## config.mk

```make
export PLATFORM = sky130hd
export DESIGN_NAME = lsw_ctrl
export DESIGN_NICKNAME = d
export VERILOG_FILES = /design/src/rtl/lsw_pkg.sv /design/src/rtl/lsw_mode_latch.sv /design/src/rtl/lsw_thermal_trip.sv /design/src/rtl/lsw_group_drive.sv /design/src/rtl/lsw_ctrl.sv
export SDC_FILE = /design/constraint.sdc
export NUM_CORES = 1
export LEC_CHECK = 0
export ABC_AREA = 1
export BUFFER_PORTS_ARGS = -buffer_cell sky130_fd_sc_hd__buf_2
export CAP_MARGIN = 25
export CORE_AREA = 2 2 39 41
export CTS_CLUSTER_DIAMETER = 200
export CTS_CLUSTER_SIZE = 8
export DETAILED_ROUTE_END_ITERATION = 7
export DIE_AREA = 0 0 41 43
export SLEW_MARGIN = 25
export SYNTH_ARGS = -nofsm -noshare
export SYNTH_HDL_FRONTEND = slang
export SYNTH_SLANG_ARGS = --single-unit
```

## constraint.sdc

```tcl
create_clock -name clk -period 1.6 [get_ports clk]
set_clock_uncertainty 0.1 [all_clocks]
set_input_delay 0.16 -clock clk [delete_from_list [all_inputs] [get_ports clk]]
set_output_delay 0.16 -clock clk [all_outputs]
set_load 0.02 [all_outputs]
```

## src/rtl/lsw_pkg.sv

```systemverilog
package lsw_pkg;
    localparam int MODE_W   = 3;
    localparam int GROUPS   = 5;
    localparam int G_BREAK  = 0;
    localparam int G_RING   = 1;
    localparam int G_RTEST  = 2;
    localparam int G_TIN    = 3;
    localparam int G_TOUT   = 4;

    typedef enum logic [2:0] {
        ST_ALL_OFF   = 3'd0,
        ST_IDLE      = 3'd1,
        ST_TEST_OUT  = 3'd2,
        ST_TEST_IN   = 3'd3,
        ST_TEST_BOTH = 3'd4,
        ST_RING      = 3'd5,
        ST_RING_TEST = 3'd6
    } line_state_t;

    // mode = {ring, test_in, test_out}
    function automatic line_state_t mode_to_state(input logic [MODE_W-1:0] m);
        line_state_t s;
        case (m)
            3'b000:  s = ST_IDLE;
            3'b001:  s = ST_TEST_OUT;
            3'b010:  s = ST_TEST_IN;
            3'b011:  s = ST_TEST_BOTH;
            3'b100:  s = ST_RING;
            3'b101:  s = ST_RING_TEST;
            default: s = ST_ALL_OFF;
        endcase
        return s;
    endfunction
endpackage

```

## src/rtl/lsw_mode_latch.sv

```systemverilog
module lsw_mode_latch #(
    parameter int W = lsw_pkg::MODE_W
) (
    input  logic         clk,
    input  logic         rst,
    input  logic         hold_req,
    input  logic [W-1:0] mode_d,
    output logic [W-1:0] mode_eff
);
    logic         hold_q;
    logic [W-1:0] held_q;
    logic         holding;

    // Holding starts on the edge after hold_req is first seen high.
    assign holding  = hold_req & hold_q;
    assign mode_eff = holding ? held_q : mode_d;

    always_ff @(posedge clk) begin
        if (rst) begin
            hold_q <= 1'b0;
            held_q <= '0;
        end else begin
            hold_q <= hold_req;
            held_q <= mode_eff;
        end
    end
endmodule

```

## src/rtl/lsw_thermal_trip.sv

```systemverilog
module lsw_thermal_trip (
    input  logic clk,
    input  logic rst,
    input  logic fault,
    input  logic ctl_float,
    input  logic ctl_level,
    output logic trip_now
);
    logic trip_q;

    // Armed only when released; kept through forced-low; cleared when the
    // fault goes away or when protection is disabled by a driven-high control.
    assign trip_now = fault & (ctl_float | (trip_q & ~ctl_level));

    always_ff @(posedge clk) begin
        if (rst) trip_q <= 1'b0;
        else     trip_q <= trip_now;
    end
endmodule

```

## src/rtl/lsw_group_drive.sv

```systemverilog
module lsw_group_drive
    import lsw_pkg::*;
(
    input  line_state_t              state,
    output logic [GROUPS-1:0]        en
);
    always_comb begin
        en = '0;
        unique case (state)
            ST_ALL_OFF:   en = '0;
            ST_IDLE:      en[G_BREAK] = 1'b1;
            ST_TEST_OUT:  en[G_TOUT]  = 1'b1;
            ST_TEST_IN:   en[G_TIN]   = 1'b1;
            ST_TEST_BOTH: begin
                en[G_TIN]  = 1'b1;
                en[G_TOUT] = 1'b1;
            end
            ST_RING:      en[G_RING]  = 1'b1;
            ST_RING_TEST: en[G_RTEST] = 1'b1;
            default:      en = '0;
        endcase
    end
endmodule

```

## src/rtl/lsw_ctrl.sv

```systemverilog
module lsw_ctrl
    import lsw_pkg::*;
(
    input  logic                 clk,
    input  logic                 rst,
    input  logic [MODE_W-1:0]    mode_in,
    input  logic                 latch_en,
    input  logic                 sd_drive,
    input  logic                 sd_float,
    input  logic                 thermal_fault,
    output logic [GROUPS-1:0]    sw_en
);
    logic [MODE_W-1:0] mode_eff;
    logic              trip_now;
    logic              force_low;
    line_state_t       state_q;
    line_state_t       state_d;

    lsw_mode_latch #(.W(MODE_W)) u_latch (
        .clk      (clk),
        .rst      (rst),
        .hold_req (latch_en),
        .mode_d   (mode_in),
        .mode_eff (mode_eff)
    );

    lsw_thermal_trip u_trip (
        .clk       (clk),
        .rst       (rst),
        .fault     (thermal_fault),
        .ctl_float (sd_float),
        .ctl_level (sd_drive),
        .trip_now  (trip_now)
    );

    assign force_low = ~sd_float & ~sd_drive;

    // Next state: OVERRIDE_OFF or DECODE_MOVE.
    always_comb begin
        if (force_low || trip_now) state_d = ST_ALL_OFF;
        else                       state_d = mode_to_state(mode_eff);
    end

    // State register: RESET_ENTRY on reset.
    always_ff @(posedge clk) begin
        if (rst) state_q <= ST_ALL_OFF;
        else     state_q <= state_d;
    end

    lsw_group_drive u_drive (
        .state (state_q),
        .en    (sw_en)
    );
endmodule

```

# ---- Yosys cells after proc, flatten, opt, wreduce, memory -nomap -nowiden
# Index checks and enable logic that the tools add are counted.
dict set report word_totals {
  regBits 8
  in_bits 9
  out_inout_bits 5
  wordCells 34
}
dict set report classes {
  n_eq_ne 11
  muxes 7
  n_bitwise 7
  n_reduce_logical 5
}
# operator n
set op_table {}
lappend op_table {{case mux 3 bit (6 select lines)} 1}
lappend op_table {{equality test 3 bit (second input constant)} 5}
lappend op_table {{equality test 3 x 2 -> 1 bit (second input constant)} 4}
lappend op_table {{equality test 3 x 1 -> 1 bit (second input constant)} 2}
lappend op_table {{OR reduction 2 bit} 3}
lappend op_table {{2-to-1 mux 1 bit} 5}
lappend op_table {{AND 1 bit} 4}
lappend op_table {{zero test 3 bit} 1}
lappend op_table {{2-to-1 mux 3 bit} 1}
lappend op_table {{NOT 1 bit} 2}
lappend op_table {{logical OR 1 bit} 1}
lappend op_table {{bitwise OR 1 bit} 1}

# ---- Longest topological paths before layout
# Gate-level depths: netlist of run 1.
dict set report logic_depth {
  word_depth 6
  depth_mapped 7
  ltp_nobuf 7
}

# ---- Hierarchy
# From an unflattened synthesis of run 1, not the netlist that was laid out.
dict set report unflattened {
  cells_unflattened 68
  hier_area_um2 412.9
}
# module instances cells_each area_per_inst_um2 seq_area_each_um2
set by_module_without_submodules {}
lappend by_module_without_submodules {lsw_mode_latch 1 28 176.4 80.1}
lappend by_module_without_submodules {lsw_ctrl 1 18 128.9 60.1}
lappend by_module_without_submodules {lsw_group_drive 1 14 56.3 0.0}
lappend by_module_without_submodules {lsw_thermal_trip 1 8 51.3 20.0}

# ---- Worst setup path before layout of run 1
# OpenSTA, ideal clock, no wires.
dict set report synth_timing {
  kind {flip-flop to output port}
  from {register state_q[1]}
  to {output port sw_en[3]}
  arrival_time_ps 924
  required_time_ps 1340
  setup_slack_ps 416
  path_stages_with_launch 4
  path_buffers 0
  path_cell_list {dfxtp_1 -> inv_1 -> nand2_1 -> o21ai_0}
}
dict set report synth_via {
  elab_chain_cells 3
  elab_cells_between_ends 4
  cone_classes {2 x eq/ne; 1 x mux; 1 x reduce/logical}
}
# item line
set synth_rtl {}
lappend synth_rtl {{start, declared} lsw_ctrl.sv:16} ;# line_state_t state_q;
lappend synth_rtl {{start signal, assigned} lsw_ctrl.sv:47} ;# else state_q <= state_d;
lappend synth_rtl {{equality test 3 x 2 -> 1 bit or equality test 3 bit (tied branches)} lsw_group_drive.sv:9} ;# unique case (state)
lappend synth_rtl {{OR reduction 2 bit (no line) (*)} --}
lappend synth_rtl {{2-to-1 mux 1 bit (*)} lsw_group_drive.sv:9}
lappend synth_rtl {{end, declared} lsw_ctrl.sv:11} ;# output logic [GROUPS-1:0] sw_en
# Mark *: on every way between the ends. The rest lies on a longest branch, timed or not.

# ---- Worst setup path in the final report of run 1
# Ends and elaborated chain as after synthesis.

==> results of run 1 <==
registers in the layout (all words and copies together), names as in the netlist:
name / flops
u_latch.hold_q: 1
u_latch.held_q: 3
u_trip.trip_q: 1
state_q: 3
worst max-delay path, cell delays in order, from the launching register on:
cell     delay, ns
dfxtp_1       0.33
inv_1         0.07
nand2_1       0.08
o21ai_0       0.13
buf_2         0.18
placed cells by master, fill, tap and decap left out, drive strengths merged:
cell type	n
a21oi	3
buf	13
nor3	2
nor2	10
nand3	5
dfxtp	8
clkbuf	3
inv	7
nand2	15
o21ai	2
o21bai	1
area by class of cell:
type                       count  area (µm²)  share of cell area, %
clock buffer                   3        22.5                   4.84
inverter                       7        26.3                   5.65
multi-input combinational     38         171                   36.8
sequential                     8         160                   34.4
tap                           16        20.0                   4.30
timing repair buffer          13        65.1                   14.0
worst min path at each step:
stage               slack, ns  cells after the start  from                end
finish                   0.04                      2   rst     u_latch.hold_q
global route             0.03                      2   rst     u_latch.hold_q
CTS                      0.04                      2   rst     u_latch.hold_q
detailed placement       0.31                      2   rst     u_latch.hold_q
global placement         0.31                      2   rst     u_latch.hold_q
floorplan                0.13                      1   rst  u_latch.held_q[2]
cell families (layout without fill, tap and decap cells):
kind of cell    after synthesis  in the layout
compound gates                6              6
flops                         8              8
simple gates                 32             32
buf+inv                       7             23
per-layer routing:
layer | wire (µm) | global-route usage, % | vias to the layer above
li1 | - | - | 199
met4 | 0 | 2.00 | 0
met5 | 0 | 0 | -
met3 | 79 | 6.28 | 0
met2 | 279 | 12.5 | 17
met1 | 310 | 9.48 | 138
power by group:
| part | internal, mW | switching [mW] |
|---|---|---|
| clock | 0.0857 | 0.0660 |
| sequential | 0.212 | 0.00761 |
| combinational | 0.0269 | 0.0419 |
metrics by stage:
stage | setup WS [ns] | instances | util (%) | hold WS (ns) | power (mW)
final | 0.301 | 85 | 33.6 | 0.0446 | 0.440
after global routing | 0.222 | 85 | 33.6 | 0.0349 | 0.470
after CTS | 0.291 | 85 | 33.6 | 0.0358 | 0.450
after detailed placement | 0.524 | 82 | 32.0 | 0.309 | 0.292
after global placement | 0.573 | 82 | 32.0 | 0.310 | 0.292
after floorplan | 0.416 | 53 | - | 0.129 | 0.266
==> key figures, run 1 <==
Critical path
  – Reg-to-reg critical path endpoint: state_q[1]
  – Largest fanout on the critical path: 4
  – Startpoint Class: flop
  – Data required time of the critical path: ~1.3 ns
  – Data arrival time at the worst-slack endpoint: ~1.0 ns
  – Launch point of the critical path: state_q[1]
  – R2R depth: 5
  – Critical path class: reg -> out
  – Kind of capture point of the worst setup path: output pin
  – Capture point of the critical path: sw_en[3]
  – Launch instance of the worst register-to-register path: u_latch.hold_q
  – Reg-to-reg slack, setup: ~0.50 ns

STA
  – Fin. max-slew vios: 0
  – Max Clock Freq: approximately 770 MHz
  – Clock period minus final worst setup slack: around 1.3 ns
  – RSZ-0062 raised after global routing: false
  – Slew Limit Headroom: between 80% and 90%
  – Final cycle utilization of the critical path: around four fifths
  – Aggregate negative setup slack: 0 ns
  – Transition time at the pin with the least slew margin: 0.235 ns
  – Final setup violation count: 0
  – Final Hold Violating Endpoints: 0

Route
  – Final WL: roughly 670 µm
  – Residual DRC: 0
  – Number of iterations in the first detailed-routing pass: 4
  – WL/cell: about 7.9 µm
  – Mean number of vias per cell: ~4.2
  – Antenna viol nets, final: 0
  – DR vias: ~350
  – First DRT Iteration DRCs: 2

Place
  – Placer congestion estimate: approximately 0.75
  – Detailed placer's ending HPWL: slightly above 500 µm
  – Placed Instance Area: 443 µm²
  – PortBufs: 13

Logic synthesis
  – Sequential cell area fraction in the yosys report: between 40% and 50%
  – Post-Synth Adder-Cell Area: 0%
  – Area share of the leading cell type in the synthesized netlist: between 40 and 50%
  – Main combinational cell family by area after synthesis: simple AND/OR/NAND/NOR gates
  – Cell area after synthesis: about 360 µm²
  – Net count after synthesis: just over 60
  – Post-synthesis average cell area: between 6 and 7 µm²
  – Post-synthesis mux area share: 0%
  – Complex-gate fraction of the synthesized area: 9.09%
  – Largest area contributor in the netlist: dfxtp_1
  – Warnings, synthesis: 0
  – Yosys reg bits: 8
  – XOR/XNOR share of the synthesized area: 0%
  – Most common flop cell mapped by yosys: dfxtp_1
  – Share of flip-flops with an asynchronous set or reset after synthesis: 0%
  – Netlist cell types: 11
  – Gate Count Post-Synth: 53
  – Post-Synth Simple-Gate Area: between 30% and 40%
  – Ranking of synthesized cells by area: dfxtp_1 45%, nand2_1 14%, nor2_1 10%
  – EDFF count, synth: 0
  – Leading cell type by number of instances after synthesis: nand2_1
  – Most instantiated cells after synthesis: 13 x nand2_1, 10 x nor2_1, 8 x dfxtp_1, 7 x inv_1, 4 x nand3_1

Floorplanning
  – Std-Cell Core Area: between 1000 and 1500 µm²
  – Starting Density: between 20% and 30%
  – I/O pin cnt: 14
  – Horizontal die dimension: about 40 µm
  – Number of core rows: 14
  – Height of the chip: 43 µm
  – Die ar.: between 1500 and 2000 µm²

Clock network
  – CTS max path bufs: 2
  – Clock latency on the worst-skew pair: 0.25 ns
  – Post-CTS repair timing setup buffer count: 0
  – CTS H-tree lvls: 1
  – Count of clock tree sinks: 8
  – Post_cts resized: 0
  – Clock Tree Root: clkbuf_4
  – Clock transition at path regs: about 0.05 ns
  – Number of buffers created by CTS: 3
  – CTS tree: done
  – Number of buffers inserted for hold repair after clock tree synthesis: 0

Global route
  – All-layer global routing usage: between 8 and 9%
  – GRT overflow: 0
  – Wire length of the first global-routing pass: between 900 and 1000 µm
  – Number of global-route vias before repair: 263
  – Antenna violations before repair: 0
  – Largest net degree at the start of global routing: 7

Finish
  – Number of nets in the layout: 80
  – N_diodes: 0
  – Cell area after layout: ~470 µm²
  – Share of cells above drive strength 1: ~28%
  – Area growth from synthesis to layout: 30.1%
  – Fill cell instance count of the final layout: around 160

Hold path
  – Worst Hold Class: in -> reg

Outcome
  – Result of the run: finished clean

Power
  – Maximum vdd drop: between 0.5 and 0.6 mV
  – Leakage: 0.241 nW
  – Power Dens Cells: 944 nW/µm²

Flow run
  – Max Cap Viol: 0
Power figures use the tool's default switching activity.
==> run 2: changes to the inputs <==
==> constraint.sdc (replaced) <==
create_clock -name clk -period 1.3 [get_ports clk]
set_clock_uncertainty 0.1 [all_clocks]
set_input_delay 0.13 -clock clk [delete_from_list [all_inputs] [get_ports clk]]
set_output_delay 0.13 -clock clk [all_outputs]
set_load 0.02 [all_outputs]
==> run 2 against run 1 <==
Compared with the run above: cell count unchanged; via count unchanged; worst setup slack lost 0.25 ns; sequential cell count did not move; cell area is 1.6% higher; clock power rose by 23%; sequential power is 24% higher; critical endpoint is now sw_en[4].
==> key figures, run 2 (synthesized netlist as in run 1, its figures left out) <==
Critical path
  – Launch instance of the worst register-to-register path: u_latch.hold_q
  – Largest fanout on the critical path: 4
  – Startpoint Class: flop
  – Kind of capture point of the worst setup path: output pin
  – Data arrival time at the worst-slack endpoint: 1.02 ns
  – Critical path class: reg -> out
  – Reg-to-reg slack, setup: approximately 0.2 ns
  – Data required time of the critical path: approximately 1.1 ns
  – R2R depth: 5
  – Reg-to-reg critical path endpoint: state_q[1]

Global route
  – Largest net degree at the start of global routing: 7
  – GRT overflow: 0
  – Number of global-route vias before repair: 263
  – Wire length of the first global-routing pass: around 970 µm
  – Antenna violations before repair: 0
  – All-layer global routing usage: under 10%

Finish
  – Largest registers: state_q: 3 flops, u_latch.held_q: 3 flops
  – Most common cell after layout, fill and taps aside: nand2_1
  – Register cell area after layout: around 160 µm²
  – Area of combinational cells with multiple inputs: between 150 and 200 µm²
  – Number of cells in the finished layout apart from fillers: 85
  – Number of nets in the layout: 80
  – Share of cells above drive strength 1: ~30%
  – Cell area after layout: between 400 and 500 µm²
  – Most used cells in the layout excluding fill and tap cells: 13 x nand2_1, 11 x buf_2, 10 x nor2_1, 7 x inv_1, 6 x dfxtp_1
  – N_diodes: 0
  – Area growth from synthesis to layout: 32.2%
  – Fill cell instance count of the final layout: between 150 and 200

STA
  – Clock period minus final worst setup slack: ~1.2 ns
  – RSZ-0062 raised after global routing: true
  – Fin. max-slew vios: 0
  – Slew Limit Headroom: between 80% and 90%
  – Max Clock Freq: between 800 and 900 MHz
  – Final cycle utilization of the critical path: ~96%
  – Final Hold Violating Endpoints: 0
  – Final setup violation count: 0
  – Transition time at the pin with the least slew margin: 0.235 ns

Clock network
  – Number of buffers created by CTS: 3
  – CTS max path bufs: 2
  – Post-CTS repair timing setup buffer count: 0
  – Count of clock tree sinks: 8
  – Clock Tree Root: clkbuf_4
  – Clock transition at path regs: ~0.050 ns
  – CTS H-tree lvls: 1
  – CTS tree: done
  – Clock latency on the worst-skew pair: ~0.25 ns

Floorplanning
  – Std-Cell Core Area: approximately 1400 µm²
  – I/O pin cnt: 14
  – Number of core rows: 14
  – Die ar.: roughly 1800 µm²
  – Starting Density: between 20% and 30%
  – Horizontal die dimension: between 40 and 50 µm
  – Height of the chip: roughly 43 µm

Power
  – Maximum vdd drop: ~0.7 mV
  – Power Dens Cells: 1150 nW/µm²
  – Design Power: 0.546 mW
  – Leakage: 0.243 nW

Route
  – Antenna viol nets, final: 0
  – First DRT Iteration DRCs: 5
  – WL/cell: slightly below 8 µm
  – Final WL: about 680 µm
  – Mean number of vias per cell: between 4 and 5
  – Residual DRC: 0
  – Number of iterations in the first detailed-routing pass: 4
  – DR vias: 354

Outcome
  – Result of the run: finished clean

Hold path
  – Startpoint of the most critical hold path: rst
  – Worst Hold Path EP: u_latch.hold_q
  – Worst Hold Class: in -> reg
  – Worst Hold Depth: 2

Place
  – Number of cells in the design after placement: 82
  – Placer congestion estimate: roughly 0.75
  – PortBufs: 13
  – Detailed placer's ending HPWL: 519 µm
  – Placed Instance Area: between 400 and 500 µm²

Flow run
  – Max Cap Viol: 0
[run 2: cell counts in the layout (fill, tap and decap cells not counted)]
No cell type changed its count.
[run 2: through the flow]
step	utilization [%]	hold WS (ns)	worst slack, ns	TNS (ns)
after detailed placement	32.0	0.279	0.224	0
final	34.2	0.0146	0.0533	0
after global placement	32.0	0.280	0.273	0
after global routing	34.2	0.00492	-0.0211	-0.0211
after floorplan	-	0.0991	0.146	0
after CTS	33.6	0.00577	0.0209	0
[run 2: what timing repair did]
action / CTS / global route
endpoints found under the hold margin: 0 / 0
endpoints found under the setup margin: 0 / 3
resized for setup: 0 / 5
hold buffers: 0 / 0
[run 2: power by group]
part / internal, mW / switching [mW] / leakage, nW
sequential: 0.261 / 0.00947 / 0.0670
clock: 0.105 / 0.0812 / 0.0138
combinational: 0.0364 / 0.0521 / 0.162
total: 0.403 / 0.143 / 0.243
[run 2: how the worst max path moves through the flow]
| stage | from | to | slack [ns] | cells past startpoint |
|---|---|---|---|---|
| after global placement | u_latch.hold_q | state_q[1] | 0.27 | 5 |
| after global routing | state_q[1] | sw_en[4] | -0.02 | 4 |
| final | state_q[1] | sw_en[4] | 0.05 | 4 |
| after CTS | state_q[1] | sw_en[3] | 0.02 | 4 |
| after detailed placement | u_latch.hold_q | state_q[1] | 0.22 | 5 |
| after floorplan | state_q[1] | sw_en[3] | 0.15 | 3 |
[run 2: worst max-delay path, stage by stage, from the launching register on]
cell and delay [ns]:
dfxtp_1 0.33, inv_1 0.07, nand2_1 0.09, a21oi_1 0.13
buf_4 0.15
[run 2: final cells by class]
cell class / instances / share of cell area (%)
tap: 16 / 4.23
timing repair buffer: 13 / 14.8
inverter: 7 / 5.56
clock buffer: 3 / 4.76
multi-input combinational: 38 / 36.2
sequential: 8 / 34.4
[run 2: per-layer routing]
metal,global-route usage (%),share of wire (%)
met3,6.28,12
met2,12.5,42
met5,0,0
met4,2.00,0
met1,9.48,47
